`config.mk`:
```
export PLATFORM = sky130hd
export DESIGN_NAME = dp12_datapath
export DESIGN_NICKNAME = d
export VERILOG_FILES = /design/src/rtl/dp12_pkg.sv /design/src/rtl/dp12_ea_gen.sv /design/src/rtl/dp12_src_mux.sv /design/src/rtl/dp12_alu.sv /design/src/rtl/dp12_regs.sv /design/src/rtl/dp12_datapath.sv
export SDC_FILE = /design/constraint.sdc
export NUM_CORES = 1
export LEC_CHECK = 0
export BUFFER_PORTS_ARGS = -buffer_cell sky130_fd_sc_hd__buf_2
export CELL_PAD_IN_SITES_DETAIL_PLACEMENT = 1
export CELL_PAD_IN_SITES_GLOBAL_PLACEMENT = 2
export CORE_MARGIN = 5
export CORE_UTILIZATION = 27
export DETAILED_ROUTE_END_ITERATION = 16
export HOLD_SLACK_MARGIN = 0.06
export PLACE_DENSITY = 0.75
export SLEW_MARGIN = 15
export SYNTH_ARGS = -nofsm -noshare
export SYNTH_HDL_FRONTEND = slang
export SYNTH_SLANG_ARGS = --single-unit
export TNS_END_PERCENT = 1
```
`constraint.sdc`:
```
create_clock -name clk -period 3.15 [get_ports clk]
set_input_delay 0.4725 -clock clk [delete_from_list [all_inputs] [get_ports clk]]
set_output_delay 0.4725 -clock clk [all_outputs]
set_load 0.01 [all_outputs]
```
`src/rtl/dp12_pkg.sv`:
```
package dp12_pkg;

    parameter int unsigned DP_W    = 12;
    parameter int unsigned OFFS_W  = 7;
    parameter int unsigned N_OPS   = 7;
    parameter int unsigned N_REGS  = 5;

    typedef enum logic [2:0] {
        SRC_AC    = 3'd0,
        SRC_MA    = 3'd1,
        SRC_MB    = 3'd2,
        SRC_MEM   = 3'd3,
        SRC_PC    = 3'd4,
        SRC_SW    = 3'd5,
        SRC_MINI  = 3'd6,
        SRC_SPARE = 3'd7
    } src_sel_e;

    typedef enum logic [2:0] {
        ALU_INC  = 3'd0,
        ALU_PLUS = 3'd1,
        ALU_AND  = 3'd2,
        ALU_OR   = 3'd3,
        ALU_NOT  = 3'd4,
        ALU_ZERO = 3'd5,
        ALU_PASS = 3'd6
    } alu_op_e;

    localparam int unsigned REG_MA = 0;
    localparam int unsigned REG_MB = 1;
    localparam int unsigned REG_PC = 2;
    localparam int unsigned REG_IR = 3;
    localparam int unsigned REG_AC = 4;

    // lowest set request bit wins; nothing set means pass
    function automatic alu_op_e pick_op(input logic [N_OPS-1:0] req);
        alu_op_e sel;
        logic    found;
        sel   = ALU_PASS;
        found = 1'b0;
        for (int i = 0; i < int'(N_OPS); i++) begin
            if (req[i] && !found) begin
                sel   = alu_op_e'(i[2:0]);
                found = 1'b1;
            end
        end
        return sel;
    endfunction

endpackage

```
`src/rtl/dp12_ea_gen.sv`:
```
module dp12_ea_gen #(
    parameter int unsigned W      = 12,
    parameter int unsigned OFFS_W = 7
) (
    input  logic [W-1:0] ir,
    input  logic [W-1:0] mb,
    input  logic         ea_drive,
    input  logic         ext_in_en,
    input  logic [W-1:0] ext_in,
    output logic [W-1:0] minibus
);
    localparam int unsigned PAGE_W = W - OFFS_W;

    logic            cur_page;
    logic [W-1:0]    ea;

    assign cur_page = ir[OFFS_W];

    always_comb begin
        ea[OFFS_W-1:0] = ir[OFFS_W-1:0];
        ea[W-1:OFFS_W] = cur_page ? mb[W-1:OFFS_W] : {PAGE_W{1'b0}};
    end

    always_comb begin
        if (ea_drive)
            minibus = ea;
        else if (ext_in_en)
            minibus = ext_in;
        else
            minibus = '0;
    end
endmodule

```
`src/rtl/dp12_src_mux.sv`:
```
module dp12_src_mux
    import dp12_pkg::*;
#(
    parameter int unsigned W = 12
) (
    input  logic [2:0]   src_sel,
    input  logic [W-1:0] ac,
    input  logic [W-1:0] ma,
    input  logic [W-1:0] mb,
    input  logic [W-1:0] mem,
    input  logic [W-1:0] pc,
    input  logic [W-1:0] sw,
    input  logic [W-1:0] minibus,
    output logic [W-1:0] a_bus
);
    src_sel_e sel;
    assign sel = src_sel_e'(src_sel);

    always_comb begin
        unique case (sel)
            SRC_AC:   a_bus = ac;
            SRC_MA:   a_bus = ma;
            SRC_MB:   a_bus = mb;
            SRC_MEM:  a_bus = mem;
            SRC_PC:   a_bus = pc;
            SRC_SW:   a_bus = sw;
            SRC_MINI: a_bus = minibus;
            default:  a_bus = '0;
        endcase
    end
endmodule

```
`src/rtl/dp12_alu.sv`:
```
module dp12_alu
    import dp12_pkg::*;
#(
    parameter int unsigned W = 12
) (
    input  logic [N_OPS-1:0] op_req,
    input  logic [W-1:0]     a,
    input  logic [W-1:0]     b,
    output logic [W-1:0]     y,
    output logic             cout
);
    alu_op_e     op;
    logic [W:0]  wide;

    assign op = pick_op(op_req);

    always_comb begin
        wide = '0;
        unique case (op)
            ALU_INC:  wide = {1'b0, a} + {{W{1'b0}}, 1'b1};
            ALU_PLUS: wide = {1'b0, a} + {1'b0, b};
            ALU_AND:  wide = {1'b0, a & b};
            ALU_OR:   wide = {1'b0, a | b};
            ALU_NOT:  wide = {1'b0, ~a};
            ALU_ZERO: wide = '0;
            default:  wide = {1'b0, a};
        endcase
    end

    assign y    = wide[W-1:0];
    assign cout = wide[W];
endmodule

```
`src/rtl/dp12_regs.sv`:
```
module dp12_regs #(
    parameter int unsigned W = 12,
    parameter int unsigned N = 5
) (
    input  logic                clk,
    input  logic                rst,
    input  logic [N-1:0]        ld_en,
    input  logic [W-1:0]        d,
    output logic [N-1:0][W-1:0] q
);
    for (genvar g = 0; g < int'(N); g++) begin : g_reg
        always_ff @(posedge clk) begin
            if (rst)
                q[g] <= '0;
            else if (ld_en[g])
                q[g] <= d;
        end
    end
endmodule

```
`src/rtl/dp12_datapath.sv`:
```
module dp12_datapath
    import dp12_pkg::*;
#(
    parameter int unsigned W      = DP_W,
    parameter int unsigned OFFS_W = dp12_pkg::OFFS_W
) (
    input  logic              clk,
    input  logic              rst,
    input  logic [2:0]        src_sel,
    input  logic [N_OPS-1:0]  op_req,
    input  logic [N_REGS-1:0] ld_en,
    input  logic [W-1:0]      mem_data,
    input  logic [W-1:0]      sw_reg,
    input  logic [W-1:0]      ext_in,
    input  logic              ext_in_en,
    input  logic              ea_drive,
    output logic [W-1:0]      alu_out,
    output logic              carry_out,
    output logic [W-1:0]      ac_q,
    output logic [W-1:0]      ma_q,
    output logic [W-1:0]      mb_q,
    output logic [W-1:0]      pc_q,
    output logic [W-1:0]      ir_q
);
    logic [N_REGS-1:0][W-1:0] regs;
    logic [W-1:0]             minibus;
    logic [W-1:0]             a_bus;

    assign ac_q = regs[REG_AC];
    assign ma_q = regs[REG_MA];
    assign mb_q = regs[REG_MB];
    assign pc_q = regs[REG_PC];
    assign ir_q = regs[REG_IR];

    dp12_ea_gen #(.W(W), .OFFS_W(OFFS_W)) u_ea (
        .ir        (ir_q),
        .mb        (mb_q),
        .ea_drive  (ea_drive),
        .ext_in_en (ext_in_en),
        .ext_in    (ext_in),
        .minibus   (minibus)
    );

    dp12_src_mux #(.W(W)) u_mux (
        .src_sel (src_sel),
        .ac      (ac_q),
        .ma      (ma_q),
        .mb      (mb_q),
        .mem     (mem_data),
        .pc      (pc_q),
        .sw      (sw_reg),
        .minibus (minibus),
        .a_bus   (a_bus)
    );

    dp12_alu #(.W(W)) u_alu (
        .op_req (op_req),
        .a      (a_bus),
        .b      (ac_q),
        .y      (alu_out),
        .cout   (carry_out)
    );

    dp12_regs #(.W(W), .N(N_REGS)) u_regs (
        .clk   (clk),
        .rst   (rst),
        .ld_en (ld_en),
        .d     (alu_out),
        .q     (regs)
    );
endmodule

```
==> impl_results.md, run 1 <==
- Status: complete, but fails checks
- Violated checks: setup timing
- Reg clk slew, reported paths: around 0.05 ns
- Ys Warns: 0
- Pins Over Slew Limit: 0
- Die Area: 18440 um^2
- Starting density of the core: 0.2719
- Clock Latency Late Sink: roughly 0.34 ns
- Total nets after synthesis: between 500 and 600
- Total CTS buffers: 9
- CP max FO: 8
- Area post-placement: roughly 6000 um^2
- GR Overflow Total: 0
- Initial antenna violation count: 0
- HPWL after detailed placement: around 15000 um
- EDFF count, synth: 0
- Synth async-reset ratio: 0
- Post-Layout Inst Area: 6713 um^2
- Synthesized instance count: 523
- Slew HR: 0.5195
- Most flops, register: u_regs.q
- CTS hold repair buffers: 0
- Static Leak: a little over 3 nW
- CTS H-tree depth: 3
- Final worst slack: -0.4302 ns
- CP startpoint kind: input port
- Site row count: 46
- Final ANT Viol Nets: 0
- P per Cell Area: 443.6 nW/um^2
- DR pass1 iterations: 4
- Final wirelength: 19690 um
- First-pass GRT wire length: 30590 um
- Die Ht: around 140 um
- Fin Hold WS: 0.5025 ns
- Setup-failing EPs final: 10
- Worst Path Required: 2.68 ns
- Reg2Reg Setup Slack: 0.16 ns
- Max clock buf depth: 2
- RSZ-0062 raised after global routing: yes
- Top_reg_cell synth: dfxtp_1
- IO Pins: 128
- Vias in the first global route: 5484
- Post-synth cell types: 67
- Fin. Hold Viols: 0
- Period utilization: 1.137
- CTS Sinks: 60
- Max Fclk: about 0.28 GHz
- Hold Path Class: register to register
- Mean Syn Cell Area: 8.170 um^2
- Max reg flops: 60
- Mapped cell area: 4273 um^2
- Worst clock skew: 0.007514 ns
- Nets: 822
- Drt via density: 5.242
- Number of max-cap violations: 0
- Crit path time final: approximately 3.6 ns
- Critical Path End Type: primary output
- I/O Buffers: 126
- Share of cells above drive strength 1: 0.4544
- Drt initial violations: roughly 210
- GR Util All Layers: 0.2142
- CTS root buf: clkbuf_16
- Worst-margin pin slew: slightly above 0.7 ns
- Setup TNS: -3.288 ns
- Crit path kind: input port to primary output
- Core box area: 15710 um^2
- Routed vias: just over 5000
- Antenna cell count: 0
- CTS tree: done
- #FFs+latches synth: 60
- Largest registers: u_regs.q x60
- DIE WIDTH: 135.8 um
- Wire per inst: about 20 um
- Remaining DRCs: 0
- Critical Path AT: 3.11 ns
- Seq/Total Area, Yosys: 0.2811
- P&R area growth vs syn: 57.10%
- Largest net degree at the start of global routing: between 40 and 50
- Placer's final routability congestion estimate: between 0.8 and 0.9
- Worst vdd ir: 0.2522 mV
## through the flow
step                      utilization  setup slack [ns]  std cells  power (mW)
final                          0.4272           -0.4302        973       2.978
after global routing           0.4272           -0.5724        973       3.118
after CTS                      0.4222           -0.3938        971       2.975
after detailed placement       0.3738           -0.5819        940       1.812
after global placement         0.3738           -0.5630        940       1.791
after floorplan                     -           -0.1850        523       1.335
## synthesized netlist by cell type (6+ instances only)
cell	instances	area [um^2]
buf_6	7	78.83
a211oi_1	52	390.4
nor3_1	9	45.04
o21ai_0	14	70.07
a31oi_1	6	37.54
dfxtp_1	60	1201
a21oi_1	25	125.1
and2_1	10	62.56
inv_1	35	131.4
clkbuf_1	20	75.07
nand4_1	10	62.56
nor2b_1	7	43.79
nand3_1	8	40.04
nor2_1	68	255.2
ha_1	12	150.1
nand3b_1	13	97.59
mux2i_1	33	330.3
nand2_1	25	93.84
buf_2	8	40.04
## cells by family after synthesis
family          synth area share
simple gates              0.2214
compound gates            0.2747
buf+inv                  0.08141
fa+ha+maj                0.03982
mux                      0.09136
flops                     0.2811
xor+xnor                 0.01025
## layout make-up
class	instances	area, um^2
clock buffer	10	239.0
clock inverter	4	75.07
fill	1889	9000
inverter	35	131.4
multi-input combinational	390	3025
sequential	60	1201
tap	216	270.3
timing repair buffer	258	1770
## report_power, final
part | internal [mW] | switching, mW
clock network | 0.704 | 0.358
logic | 0.484 | 0.545
registers | 0.828 | 0.0590
total | 2.02 | 0.962
## critical path, cell delays in order
cell,delay [ns]
buf_6,0.12
bufbuf_16,0.28
o221ai_4,0.17
a2bb2oi_2,0.10
inv_1,0.06
ha_2,0.18
inv_2,0.04
fa_2,0.35
and2b_1,0.23
o2111ai_2,0.12
and2_4,0.20
xnor2_2,0.14
a221oi_2,0.29
buf_4,0.20
inv_2,0.04
buf_6,0.11
## worst paths after layout
check / from / to / cells after the start
min reg2reg: u_regs.q[44] / u_regs.q[44] / 2
min: u_regs.q[44] / u_regs.q[44] / 2
max: src_sel[1] / alu_out[6] / 16
max reg2reg: u_regs.q[16] / u_regs.q[43] / 12
## repair_timing
action	in CTS	in global routing
setup endpoints to repair	20	30
pin swaps	17	9
gates resized for setup	54	13
setup buffers	15	2
cloned	2	0
## cell usage in the layout, fill, tap and decap left out, drive strengths merged, types with 2 or more instances in the layout
cell type  instances
o21ai             15
ha                12
mux2i             33
and2              10
nor2              68
clkinvlp           2
inv               35
a221oi             5
or3                3
o22ai              5
a2111o             2
a21o               5
nor3              11
o31ai              2
a2bb2oi            2
nor2b              7
mux4               2
buf              257
or2                3
nand4             10
o2111ai            2
clkbuf            10
a211oi            52
nand3b            14
o221ai             5
nor3b              5
and3               3
bufinv             2
a311oi             5
dfxtp             60
a21oi             29
xnor2              4
nand3              8
a211o              3
a31oi              9
o211ai             2
nand2b             5
or3b               3
a32oi              2
nand2             25
## layer usage
| layer | vias up | GRT usage | share of wire | wire, um |
|---|---|---|---|---|
| met5 | - | 0 | 0 | 0 |
| met4 | 0 | 0.05319 | 0.023 | 446 |
| met3 | 36 | 0.04569 | 0.047 | 934 |
| met2 | 147 | 0.3805 | 0.51 | 10020 |
| met1 | 2522 | 0.2634 | 0.42 | 8289 |
| li1 | 2395 | - | - | - |
(Power assumes the default switching activity.)
==> inputs of run 2 (changes only) <==
--- a/config.mk
+++ b/config.mk
@@ -12,7 +12,7 @@
 export CORE_UTILIZATION = 27
 export DETAILED_ROUTE_END_ITERATION = 16
 export HOLD_SLACK_MARGIN = 0.06
-export PLACE_DENSITY = 0.75
+export PLACE_DENSITY_LB_ADDON = 0.1
 export SLEW_MARGIN = 15
 export SYNTH_ARGS = -nofsm -noshare
 export SYNTH_HDL_FRONTEND = slang
==> run 2 against run 1 <==
  * The flow still finishes with violations (setup timing)
  * Register-to-register slack about the same
  * Critical path depth down 1
  * Clock-buffer cell count up 2
  * Core utilization up 1.1 points
  * Hold slack worse by 0.014 ns
  * Sequential share of layout area down 0.47 points
  * Combinational power up 4%
  * Die area unchanged
  * Total power up 1.7%
  * Via count down 0.63%
  * Final area up 2.7%
==> impl_results.md, run 2 (same netlist as run 1, synthesis figures left out) <==
- Final worst slack: -0.4057 ns (was -0.4302 ns)
- Number of max-cap violations: 0 (unchanged)
- Worst Path Required: 2.68 ns (about the same)
- Setup-failing EPs final: 10 (unchanged)
- Crit path time final: 3.556 ns (was 3.580 ns)
- Most flops, register: u_regs.q (unchanged)
- Placer's final routability congestion estimate: 0.8432 (was 0.8776)
- Max Fclk: 0.2812 GHz (was 0.2793 GHz)
- P&R area growth vs syn: 61.32% (was 57.10%)
- Fin Hold WS: 0.4888 ns (was 0.5025 ns)
- Remaining DRCs: 0 (unchanged)
- Reg clk slew, reported paths: 0.05 ns (about the same)
- Largest net degree at the start of global routing: 39 (was 45)
- Status: complete, but fails checks (unchanged)
- Initial antenna violation count: 0 (unchanged)
- Reg2Reg Setup Slack: 0.17 ns (was 0.16 ns)
- CTS tree: done (unchanged)
- Most frequent cells in the layout: buf_4 (133), buf_2 (118), nor2_1 (66), dfxtp_1 (60), a211oi_1 (49) (was buf_4 (123), buf_2 (122), nor2_1 (67), dfxtp_1 (60), a211oi_1 (49))
- Worst clock skew: 0.008738 ns (was 0.007514 ns)
- Site row count: 46 (unchanged)
- Pins Over Slew Limit: 0 (unchanged)
- Critical Path End Type: primary output (unchanged)
- Worst vdd ir: 0.3045 mV (was 0.2522 mV)
- Routed vias: 5068 (was 5100)
- DIE WIDTH: 135.8 um (unchanged)
- Antenna cell count: 0 (unchanged)
- Worst-margin pin slew: 0.8789 ns (was 0.7147 ns)
- Die Ht: 135.8 um (unchanged)
- Slew HR: 0.4091 (was 0.5195)
- CP delay by family, top: compound AO/OA/AOI/OAI gates (was buffers and inverters)
- Max stage delay on crit path: 0.53 ns (was 0.35 ns)
- I/O Buffers: 126 (unchanged)
- R2r worst-path depth: 12 (unchanged)
- Die Area: 18440 um^2 (unchanged)
- Final Power: 3.029 mW (was 2.978 mW)
- Starting density of the core: 0.2719 (unchanged)
- CP dominant cell by count: buf_6
- Share of cells above drive strength 1: 0.4715 (was 0.4544)
- Hold wc startpoint: u_regs.q[45] (was u_regs.q[44])
- Wire per inst: 20.22 um (was 20.24 um)
- Final ANT Viol Nets: 0 (unchanged)
- Period utilization: 1.129 (was 1.137)
- CP Buf/Inv Count: 5 (was 7)
- HPWL after detailed placement: 15520 um (was 15220 um)
- Hold depth: 2 (unchanged)
- Area post-placement: 5896 um^2 (was 5873 um^2)
- First-pass GRT wire length: 29880 um (was 30590 um)
- CP startpoint kind: input port (unchanged)
- CTS root buf: clkbuf_16 (unchanged)
- Reg2reg end: u_regs.q[35] (was u_regs.q[43])
- CTS Sinks: 60 (unchanged)
- Core box area: 15710 um^2 (unchanged)
- RSZ-0062 raised after global routing: yes (unchanged)
- Clock Latency Late Sink: 0.34 ns (about the same)
- Fin. Hold Viols: 0 (unchanged)
- Drt initial violations: 191 (was 206)
- Total CTS buffers: 9 (unchanged)
- GR Util All Layers: 0.2135 (was 0.2142)
- Post-Layout Inst Area: 6893 um^2 (was 6713 um^2)
- Worst flop-to-flop path startpoint: u_regs.q[52] (was u_regs.q[16])
- Nets: 835 (was 822)
- Hold Path Class: register to register (unchanged)
- DR pass1 iterations: 4 (unchanged)
- Worst-path cell chain: buf_12 -> buf_12 -> nand2b_4 -> buf_6 -> o22ai_4 -> a2111o_1 -> ha_4 -> a21o_4 -> a31oi_4 -> buf_6 -> a21oi_2 -> o21ai_1 -> or3b_4 -> nand2_4 -> buf_6 (was buf_6 -> bufbuf_16 -> o221ai_4 -> a2bb2oi_2 -> inv_1 -> ha_2 -> inv_2 -> fa_2 -> and2b_1 -> o2111ai_2 -> and2_4 -> xnor2_2 -> a221oi_2 -> buf_4 -> inv_2 -> buf_6)
- IO Pins: 128 (unchanged)
- Static Leak: 3.180 nW (was 3.089 nW)
- Max reg flops: 60 (unchanged)
- CP max FO: 5 (was 8)
- Drt via density: 5.130 (was 5.242)
- Max clock buf depth: 2 (unchanged)
- Vias in the first global route: 5288 (was 5484)
- P per Cell Area: 439.4 nW/um^2 (was 443.6 nW/um^2)
- Commonest non-fill, non-tap cell in the layout: buf_4 (unchanged)
- Violated checks: setup timing (unchanged)
- Slowest cell on crit path: a2111o_1 (was fa_2)
- GR Overflow Total: 0 (unchanged)
- Crit path kind: input port to primary output (unchanged)
- Largest registers: u_regs.q x60 (unchanged)
- Critical Path AT: 3.08 ns (was 3.11 ns)
- CTS H-tree depth: 3 (unchanged)
- Final wirelength: 19970 um (was 19690 um)
- Min-Delay Endpoint: u_regs.q[45] (was u_regs.q[44])
run 2: cell types whose count changed in the layout (fill, tap and decap cells not counted), moves of 3 or more:
cell / delta
buf_2: -4
buf_4: +10
buf_6: +6
ha_1: -3
ha_4: +4
mux2i_1: +6
mux2i_2: -4
run 2: final cells by class:
class / count / area [um^2]
well taps: 216 / 270.3
inverters: 35 / 133.9
multi-input cells: 390 / 3083
fillers: 1898 / 8820
clock buffers: 12 / 246.5
flip-flops and latches: 60 / 1201
repair buffers: 271 / 1886
clock inverters: 4 / 72.57
run 2: repair_timing:
action / in CTS / in global routing
pin swaps: 27 / 23
setup endpoints to repair: 37 / 21
cloned: 2 / 0
setup buffers: 14 / 8
resized for setup: 64 / 31
hold buffers: 0 / 0
run 2: stage by stage:
step	setup TNS, ns	std cells	util	worst slack, ns
finish	-3.207	988	0.4387	-0.4057
global route	-4.516	988	0.4387	-0.4943
CTS	-2.993	980	0.4246	-0.3536
detailed placement	-21.79	948	0.3752	-0.7311
global placement	-18.34	948	0.3752	-0.7176
floorplan	-0.7563	523	-	-0.1850
run 2: how the worst max path moves through the flow:
stage          startpoint     endpoint  slack [ns]  cells after the start
3_3_place_gp   src_sel[0]   alu_out[9]       -0.72                     14
6_report       src_sel[1]   alu_out[9]       -0.41                     15
4_1_cts        src_sel[0]  alu_out[11]       -0.35                     15
5_1_grt        src_sel[1]   alu_out[7]       -0.49                     15
3_5_place_dp   src_sel[2]   alu_out[9]       -0.73                     12
2_1_floorplan  src_sel[2]   alu_out[6]       -0.19                     15
run 2: routing by layer:
| metal | GRT usage | vias up | wire length, um |
|---|---|---|---|
| li1 | - | 2436 | - |
| met1 | 0.2546 | 2495 | 8469 |
| met2 | 0.3982 | 119 | 10460 |
| met3 | 0.04235 | 18 | 818 |
| met4 | 0.03919 | 0 | 221 |
| met5 | 0 | - | 0 |
run 2: worst register-to-register path, cell delays in order (launching register included):
cell and delay [ns]:
dfxtp_1 0.33, mux4_2 0.49, nor2_4 0.15, a31oi_4 0.06, ha_4 0.30, buf_4 0.14
nand4_1 0.17, buf_4 0.19, a21o_1 0.19, a211oi_2 0.22, and4bb_4 0.22, buf_4 0.17
a211oi_1 0.25
run 2: report_power, final:
group          total, mW  switching, mW  internal, mW
sequential         0.879         0.0516         0.828
combinational       1.07          0.560         0.510
clock               1.08          0.367         0.713
total               3.03          0.978          2.05
